==> config.mk <==
export PLATFORM = sky130hd
export DESIGN_NAME = uart_fifo_irq
export DESIGN_NICKNAME = d
export VERILOG_FILES = /design/src/rtl/uart_fifo_irq.sv
export SDC_FILE = /design/constraint.sdc
export NUM_CORES = 1
export LEC_CHECK = 0
export BUFFER_PORTS_ARGS = -buffer_cell sky130_fd_sc_hd__buf_2
export CAP_MARGIN = 20
export CORE_MARGIN = 2
export CORE_UTILIZATION = 35
export DETAILED_ROUTE_END_ITERATION = 12
export SLEW_MARGIN = 20
export SYNTH_ARGS = -nofsm -noshare
export SYNTH_HDL_FRONTEND = slang
export SYNTH_SLANG_ARGS = --single-unit
==> constraint.sdc <==
create_clock -name clk -period 6.9 [get_ports clk]
set_input_delay 0.345 -clock clk [delete_from_list [all_inputs] [get_ports clk]]
set_output_delay 0.345 -clock clk [all_outputs]
set_load 0.01 [all_outputs]
==> src/rtl/uart_fifo_irq.sv <==
module uart_fifo_irq #(
  parameter int DEPTH     = 16,
  parameter int IDLE_BITS = 32
) (
  input  logic        clk,
  input  logic        rst_n,
  input  logic        bus_sel,
  input  logic        bus_wr,
  input  logic [4:0]  bus_addr,
  input  logic [31:0] bus_wdata,
  output logic [31:0] bus_rdata,
  output logic        tx_valid,
  output logic [7:0]  tx_data,
  input  logic        tx_pop,
  input  logic        tx_busy,
  input  logic        rx_push,
  input  logic [7:0]  rx_data,
  input  logic [2:0]  rx_err,
  input  logic        bit_tick,
  output logic        irq
);
  localparam int PW = $clog2(DEPTH);
  localparam int CW = PW + 1;
  localparam int TW = $clog2(IDLE_BITS + 1);
  localparam logic [2:0] OFS_DATA = 3'd0, OFS_STAT = 3'd1, OFS_LVL = 3'd2,
                         OFS_MASK = 3'd3, OFS_RAW  = 3'd4, OFS_MIS = 3'd5,
                         OFS_CLR  = 3'd6;

  function automatic logic [CW-1:0] level_of(input logic [2:0] k);
    case (k)
      3'd0:    level_of = CW'(DEPTH / 8);
      3'd1:    level_of = CW'(DEPTH / 4);
      3'd2:    level_of = CW'(DEPTH / 2);
      3'd3:    level_of = CW'((3 * DEPTH) / 4);
      default: level_of = CW'((7 * DEPTH) / 8);
    endcase
  endfunction

  logic [7:0]    txm [DEPTH];
  logic [11:0]   rxm [DEPTH];
  logic [PW-1:0] tx_wp, tx_rp, rx_wp, rx_rp;
  logic [CW-1:0] tx_cnt, rx_cnt;
  logic [TW-1:0] idle_cnt;
  logic [5:0]    lvl;
  logic [6:0]    raw7, mask7;
  logic          ovr_mark;

  wire [2:0] ofs     = bus_addr[4:2];
  wire       wr_en   = bus_sel & bus_wr;
  wire       rd_data = bus_sel & ~bus_wr & (ofs == OFS_DATA);
  wire       wr_data = wr_en & (ofs == OFS_DATA);
  wire       clr_wr  = wr_en & (ofs == OFS_CLR);

  wire tx_full  = (tx_cnt == CW'(DEPTH));
  wire rx_full  = (rx_cnt == CW'(DEPTH));
  wire tx_empty = (tx_cnt == '0);
  wire rx_empty = (rx_cnt == '0);

  wire tx_in  = wr_data & ~tx_full;
  wire tx_out = tx_pop & ~tx_empty;
  wire rx_in  = rx_push & ~rx_full;
  wire rx_drop = rx_push & rx_full;
  wire rx_out = rd_data & ~rx_empty;

  wire [CW-1:0] tx_cnt_n = tx_cnt + CW'(tx_in) - CW'(tx_out);
  wire [CW-1:0] rx_cnt_n = rx_cnt + CW'(rx_in) - CW'(rx_out);

  wire [2:0]    tx_code = lvl[2:0];
  wire [2:0]    tx_k    = (tx_code >= 3'd4) ? 3'd0 : 3'd4 - tx_code;
  wire [CW-1:0] rx_thr  = level_of(lvl[5:3]);
  wire [CW-1:0] tx_thr  = level_of(tx_k);

  wire restart  = rx_push | rx_out;
  wire idle_hit = ~restart & ~rx_empty & bit_tick & (idle_cnt == TW'(IDLE_BITS - 1));

  logic [6:0] set7;
  always_comb begin
    set7    = '0;
    set7[0] = (rx_cnt < rx_thr) && (rx_cnt_n >= rx_thr);
    set7[1] = (tx_cnt > tx_thr) && (tx_cnt_n <= tx_thr);
    set7[2] = idle_hit;
    set7[3] = rx_in & rx_err[0];
    set7[4] = rx_in & rx_err[1];
    set7[5] = rx_in & rx_err[2];
    set7[6] = rx_drop;
  end

  wire [6:0] clr7 = clr_wr ? bus_wdata[10:4] : 7'd0;

  always_ff @(posedge clk) begin
    if (tx_in) txm[tx_wp] <= bus_wdata[7:0];
    if (rx_in) rxm[rx_wp] <= {ovr_mark, rx_err, rx_data};
  end

  always_ff @(posedge clk) begin
    if (!rst_n) begin
      tx_wp <= '0; tx_rp <= '0; rx_wp <= '0; rx_rp <= '0;
      tx_cnt <= '0; rx_cnt <= '0; idle_cnt <= '0;
      lvl <= '0; raw7 <= '0; mask7 <= '0; ovr_mark <= 1'b0;
    end else begin
      if (tx_in)  tx_wp <= tx_wp + 1'b1;
      if (tx_out) tx_rp <= tx_rp + 1'b1;
      if (rx_in)  rx_wp <= rx_wp + 1'b1;
      if (rx_out) rx_rp <= rx_rp + 1'b1;
      tx_cnt <= tx_cnt_n;
      rx_cnt <= rx_cnt_n;
      if (rx_drop)    ovr_mark <= 1'b1;
      else if (rx_in) ovr_mark <= 1'b0;
      if (restart || rx_empty)                            idle_cnt <= '0;
      else if (bit_tick && idle_cnt != TW'(IDLE_BITS))    idle_cnt <= idle_cnt + 1'b1;
      if (wr_en && ofs == OFS_LVL)  lvl   <= bus_wdata[5:0];
      if (wr_en && ofs == OFS_MASK) mask7 <= bus_wdata[10:4];
      raw7 <= (raw7 & ~clr7) | set7;
    end
  end

  assign tx_valid = ~tx_empty;
  assign tx_data  = txm[tx_rp];
  assign irq      = |(raw7 & mask7);

  always_comb begin
    case (ofs)
      OFS_DATA: bus_rdata = rx_empty ? 32'd0 : {20'd0, rxm[rx_rp]};
      OFS_STAT: bus_rdata = {24'd0, tx_empty, rx_full, tx_full, rx_empty,
                             tx_busy | ~tx_empty, 3'd0};
      OFS_LVL:  bus_rdata = {26'd0, lvl};
      OFS_MASK: bus_rdata = {21'd0, mask7, 4'd0};
      OFS_RAW:  bus_rdata = {21'd0, raw7, 4'd0};
      OFS_MIS:  bus_rdata = {21'd0, raw7 & mask7, 4'd0};
      default:  bus_rdata = 32'd0;
    endcase
  end

  logic unused_bits;
  assign unused_bits = ^{bus_wdata[31:11], bus_addr[1:0]};

  assert_rx_bound_R1: assert property (@(posedge clk) disable iff (!rst_n)
    rx_cnt <= CW'(DEPTH));

  assert_rx_cross_R3: assert property (@(posedge clk) disable iff (!rst_n)
    (rx_push && !rx_full && !rd_data && rx_cnt == rx_thr - CW'(1)) |=> raw7[0]);

  assert_idle_flag_R5: assert property (@(posedge clk) disable iff (!rst_n)
    $rose(raw7[2]) |-> $past(rx_cnt) != '0);

  assert_no_overflow_R6: assert property (@(posedge clk) disable iff (!rst_n)
    (rx_push && rx_full) |=> raw7[6]);

  assert_w1c_R8: assert property (@(posedge clk) disable iff (!rst_n)
    (clr_wr && bus_wdata[4] && !rx_push) |=> !raw7[0]);

  assert_tx_ignore_R10: assert property (@(posedge clk) disable iff (!rst_n)
    (wr_data && tx_full && !tx_pop) |=> tx_cnt == CW'(DEPTH));
endmodule

# --- Word-level counts from Yosys, hierarchy flattened ---
# Memory sizes are Yosys's and may differ from the RTL's. A register that Yosys moved wholly into a read port is not among the register bits.
# Index checks and enable logic that the tools add are counted.
op_classes:
  n_addsub: 10
  order_cmp: 5
  n_eq_ne: 16
  mux: 16
  n_bitwise: 29
  reduce_logical: 14
op_table:
  columns: ["operator", "n"]
  rows:
  - ["12-bit one-hot mux with 6 select lines", 1]
  - ["4-bit one-hot mux with 4 select lines", 2]
  - ["3-bit by 2-bit == test with 1-bit output, second input constant", 6]
  - ["4-bit by 1-bit adder with 4-bit output, second input constant", 4]
  - ["1-bit bitwise AND", 16]
  - ["4-bit two-way mux", 4]
  - ["7-bit bitwise AND", 2]
  - ["12-bit two-way mux", 1]
  - ["5-bit by 1-bit adder with 5-bit output", 2]
  - ["5-bit == test, second input constant", 2]
  - ["5-bit logical NOT", 2]
  - ["5-bit by 1-bit subtractor with 5-bit output", 2]
  - ["3-bit by 1-bit == test with 1-bit output, second input constant", 3]
  - ["3-bit == test, second input constant", 3]
  - ["3-bit logical NOT", 3]
  - ["7-bit two-way mux", 1]
  - ["1-bit NOT", 7]
  - ["7-bit NOT", 1]
  - ["7-bit OR", 1]
  - ["7-bit OR reduction", 1]
  - ["6-bit by 1-bit adder with 6-bit output, second input constant", 1]
  - ["6-bit by 5-bit == test with 1-bit output, second input constant", 1]
  - ["1-bit two-way mux", 6]
  - ["6-bit inequality test, second input constant", 1]
  - ["12 further kinds", 17]
word_totals:
  ff_bits: 53
  ram_bits: 320
  in_bits: 56
  word_cells: 103
  memories: 2
mem_list:
  columns: ["name", "words", "width", "read_ports", "rd_ports_with_merged_regs", "wr", "line", "source"]
  rows:
  - ["rxm", 16, 12, 1, 1, 1, "40", "logic [11:0] rxm [DEPTH];"]
  - ["txm", 16, 8, 1, 1, 1, "39", "logic [7:0] txm [DEPTH];"]

# --- Longest topological paths before layout ---
logic_depth:
  ltp_word: 10
  ltp_mapped: 17
  mapped_depth_nobuf: 16

# --- Least setup slack after synthesis ---
# No wires, ideal clock.
synth_timing:
  path_type: "reg2reg"
  startpoint: "register tx_cnt[2]"
  endpoint: "register raw7[1]"
  setup_time_ns: 0.079
  arrival_ns: 3.299
  required_ns: 6.821
  path_slack_ns: 3.522
  path_stages_with_launch: 18
  n_path_buf: 1
  cell_sequence: "dfxtp_1 inv_1 ha_1 or4b_1 clkbuf_1 nand2_1 or2_2 nand2_1 ha_1 inv_1 fa_1 xnor2_1 ha_1 nor2b_1 o21a_1 o21ai_0 o2111ai_1 o211ai_1"
synth_between:
  elab_cells_between_ends: 12
synth_rtl:
  columns: ["item", "line", "source"]
  rows:
  - ["start: declaration", "42", "logic [CW-1:0] tx_cnt, rx_cnt;"]
  - ["start signal: assignment", "105", "tx_cnt <= tx_cnt_n;"]
  - ["5-bit logical NOT", "56", "wire tx_empty = (tx_cnt == '0);"]
  - ["1-bit NOT", null, null]
  - ["named net tx_valid", "12", "output logic tx_valid,"]
  - ["1-bit bitwise AND", "60", "wire tx_out = tx_pop & ~tx_empty;"]
  - ["5-bit by 1-bit subtractor with 5-bit output", "65", "wire [CW-1:0] tx_cnt_n = tx_cnt + CW'(tx_in) - CW'(tx_out);"]
  - ["named net tx_cnt_n[2]", "65", null]
  - ["5-bit <= comparator", "80", "set7[1] = (tx_cnt > tx_thr) && (tx_cnt_n <= tx_thr);"]
  - ["1-bit logical AND", "80", null]
  - ["7-bit OR", "113", "raw7 <= (raw7 & ~clr7) | set7;"]
  - ["end signal: assignment", "113", null]
  - ["end: declaration", "45", "logic [6:0] raw7, mask7;"]
# The timed path passes the listed nets, and every way through them passes these cells.
# A chain may end at the register's enable or synchronous reset.

==> impl_summary.txt <==
----------------------------------------------------
[GRT]
  Overall routing resource usage ... 14.53%
  Global-route wire length before repair ... 51340 um
  Pin count of the biggest net entering global routing ... 47
  Via count of the first global-routing pass ... 8320
  Initial antenna violation count ... 4
  Total grt overflow ... 0

[Drt]
  Residual antenna-violating net count after detailed routing ... 0
  Drt pass-1 iters ... 5
  Vias per cell ... 5.044
  Violation count after the first detailed-routing iteration ... 509
  Detail-routed net length per standard cell ... 20.74 um
  Number of remaining DRC errors ... 0
  Sum of routed wire length over all layers ... 33790 um
  Via count ... 8216

[Timing]
  Top achievable clock speed ... 235.1 MHz
  Period utilization ... 61.65%
  Shortest period the worst path allows ... 4.254 ns
  Unrepaired setup endpoints after global routing ... false
  Number of endpoints with negative hold slack in the final report ... 0
  Worst slew pin tran ... 1.032 ns
  Final-report max-slew violation count ... 0
  Setup-failing EPs final ... 0
  Relative slew margins ... 31.14%
  Final sum of negative setup slack ... 0 ns
  Fin Clk Skew ... 0.02586 ns

[Synthesis]
  Count of state elements after synthesis ... 381
  Post-synthesis share of cell area spent on full adders, half adders and majority gates ... 2.993%
  Main combinational cell family by area after synthesis ... multiplexers
  Simple-gate area share of the yosys netlist ... 6.417%
  Synthesized cell area ... 0.01597 mm2
  Number of instances in the synthesized netlist ... 934
  Area fraction in compound gates after synthesis ... 3.949%
  Number of flops mapped to enable cells by yosys ... 320
  Part of the Yosys area used for sequential elements ... 67.82%
  Fraction of registers with async set/reset ... 0%
  Synth Area in XOR/XNOR ... 1.152%
  Area leader, netlist ... edfxtp_1
  Top post-synthesis cells by area ... edfxtp_1 60%, mux4_2 11%, dfxtp_1 7.6%, ha_1 2.7%, mux4_1 1.6%
  Proportion of synthesized area in mux cells ... 14.65%
  Warnings, synthesis ... 0
  Average cell area after synthesis ... 17.10 um2
  Most used flip-flop cell after synthesis ... edfxtp_1
  Area share of the leading cell type in the synthesized netlist ... 60.17%
  Post-synth cell types ... 62

[Finish]
  Commonest non-fill, non-tap cells in the layout ... 320 x edfxtp_1, 80 x mux4_2, 58 x dfxtp_1
  Post-layout nets ... 1094
  Ant diodes ... 0
  Proportion of layout cells with a drive suffix above 1 ... 22.93%
  Leading cell type in the layout, fill and taps excluded ... edfxtp_1
  Synth-to-layout area growth ... 13.42%

[Min path]
  Cell count of the worst hold path ... 3
  Worst min path class ... input pin to flop
  WHS Endpoint ... mask7[4]
  Worst hold start ... bus_wdata[8]

[Clock network]
  Cell at the root of the clock tree ... clkbuf_16
  Clock tree from TritonCTS ... built
  CTS buffer count ... 40
  Clk sink count ... 381
  Number of buffers on the longest clock path ... 3
  Number of H-tree levels ... 2
  Buffers inserted during post-CTS setup optimization ... 0
  Number of buffers inserted for hold repair after clock tree synthesis ... 0
  Clock-pin slew reported for the worst setup and hold paths after clock tree synthesis ... 0.06 ns
  Insertion delay of the later-clocked pin in the worst-skew pair ... 0.56 ns
  Resized Gates After CTS ... 0

[Job]
  Count of max-cap constraint violations ... 0

[Setup path]
  Worst EP arrival ... 3.91 ns
  R2r setup slk ... 3.12 ns
  Type of the setup path with the least slack ... flop to primary output
  CP required ... 6.55 ns
  Crit path largest cell delay ... 0.86 ns
  Dominant delay contributor by cell family on the critical path ... multiplexers
  Library cell contributing the largest single delay on the critical path ... dfxtp_2
  FF-to-FF End ... raw7[0]
  Crit Path Max Fanout ... 29
  Critical path buffers and inverters ... 2
  Critical path startpoint category ... flop
  Number of cell instances on the worst register-to-register path ... 15
  Origin of the critical flop-to-flop path ... rx_cnt[2]
  CP Capture Type ... primary output
  Worst-path cell chain ... buf_4, mux4_2, mux2_2, o221ai_1, o211ai_1, buf_2

[Floorplan]
  Core Box Area ... 0.04519 mm2
  Die ar. ... 0.04735 mm2
  Chip width ... 217.6 um
  Initial Utilization ... 35.34%
  Overall die height ... 217.6 um
  Number of standard-cell rows in the floorplan ... 78
  Number of primary I/O pins ... 98

[Pwr]
  Total power ... 5.634 mW
  Pwr dens ... 311.0 mW/mm2
  Static leakage power ... 5.884 nW
  Worst IR drop on VDD ... 253.5 uV

[Status]
  Run status ... finished, final reports clean

[Placement]
  Total half-perimeter wirelength after legalization and detailed placement ... 21860 um
  Routability congestion estimate ... 0.8044
  Number of port buffers ... 54

----------------------------------------------------
[layer usage]
| metal | wire length, um | track usage (%) | vias to the layer above |
|---|---|---|---|
| met5 | 38 | 0 | - |
| met4 | 630 | 4.612 | 6 |
| met1 | 14490 | 19.16 | 4190 |
| met2 | 16600 | 23.96 | 223 |
| met3 | 2028 | 3.194 | 54 |
| li1 | - | - | 3743 |
[state kept, by name, summed over array words and instances (netlist names), named ones only]
signal	cells
rxm	192
tx_rp	4
lvl	6
rx_wp	4
rx_rp	4
tx_wp	4
txm	128
tx_cnt	5
idle_cnt	6
rx_cnt	5
mask7	7
ovr_mark	1
raw7	7
[worst reg2reg max path, cell delays in order, from the launching register on]
cell	delay, ns
dfxtp_1	0.36
inv_1	0.08
ha_1	0.22
nor4bb_1	0.16
nor2b_1	0.77
or2_2	0.28
nand2_1	0.06
ha_1	0.21
fa_1	0.52
inv_1	0.06
ha_1	0.28
inv_1	0.05
o21ai_0	0.08
a21o_1	0.19
a211oi_1	0.24
a211oi_1	0.10
[synthesized netlist by cell type, types with 3 or more instances]
| master | n |
|---|---|
| a221o_1 | 3 |
| inv_1 | 25 |
| nor2_1 | 59 |
| xor2_1 | 7 |
| a22oi_1 | 7 |
| o21ai_0 | 10 |
| dfxtp_1 | 61 |
| or3_1 | 3 |
| or2_2 | 4 |
| nand4_1 | 4 |
| a21oi_1 | 13 |
| and3_1 | 3 |
| nand3_1 | 11 |
| buf_4 | 20 |
| o21a_1 | 3 |
| mux2i_1 | 23 |
| edfxtp_1 | 320 |
| a21boi_0 | 10 |
| nand2_1 | 37 |
| clkbuf_1 | 20 |
| mux4_2 | 80 |
| nor3_1 | 10 |
| buf_1 | 3 |
| ha_1 | 35 |
| nand2b_1 | 8 |
| buf_2 | 17 |
| mux2_2 | 4 |
| and2_1 | 22 |
| a21o_1 | 9 |
| o221ai_1 | 6 |
| mux4_1 | 10 |
| nor2b_1 | 25 |
| xnor2_1 | 14 |
| a211oi_1 | 8 |
[worst max-delay path by stage]
| stage | to | cells past startpoint |
|---|---|---|
| CTS | bus_rdata[5] | 6 |
| floorplan | raw7[1] | 17 |
| global route | bus_rdata[5] | 6 |
| global placement | raw7[1] | 16 |
| detailed placement | raw7[1] | 16 |
| finish | bus_rdata[5] | 6 |
[stage by stage]
stage / hold WS [ns] / util [%] / std cells / area, um2 / setup slack (ns)
after floorplan: 0.4439 / - / 953 / 16040 / 3.522
after global placement: 0.4942 / 37.28 / 1559 / 16850 / 3.157
after detailed placement: 0.4968 / 37.28 / 1559 / 16850 / 3.139
after CTS: 0.04582 / 40.08 / 1629 / 18110 / 2.610
after global routing: 0.07515 / 40.08 / 1629 / 18110 / 2.434
final: 0.07227 / 40.08 / 1629 / 18110 / 2.646
[where the power goes]
part | internal (mW) | switching [mW]
logic | 0.424 | 0.482
registers | 2.58 | 0.0621
clock network | 1.21 | 0.874
total | 4.22 | 1.42
[area by class of cell]
class                      count  area [um2]
clock buffer                  51        1062
clock inverter                19       203.9
fill                        4082       27070
inverter                      25       93.84
multi-input combinational    483        4777
sequential                   381       10830
tap                          600       750.7
timing repair buffer          70       390.4
[logic make-up (layout without fill, tap and decap cells)]
family	Yosys count	in the layout
AND/OR/NAND/NOR	199	199
other	1	20
multiplexers	117	117
XOR/XNOR	21	21
flip-flops	381	381
buffers and inverters	89	165
AO/OA/AOI/OAI	89	89
adder cells (fa/ha/maj)	37	37
Note: power is estimated with default switching activity, not from simulation.
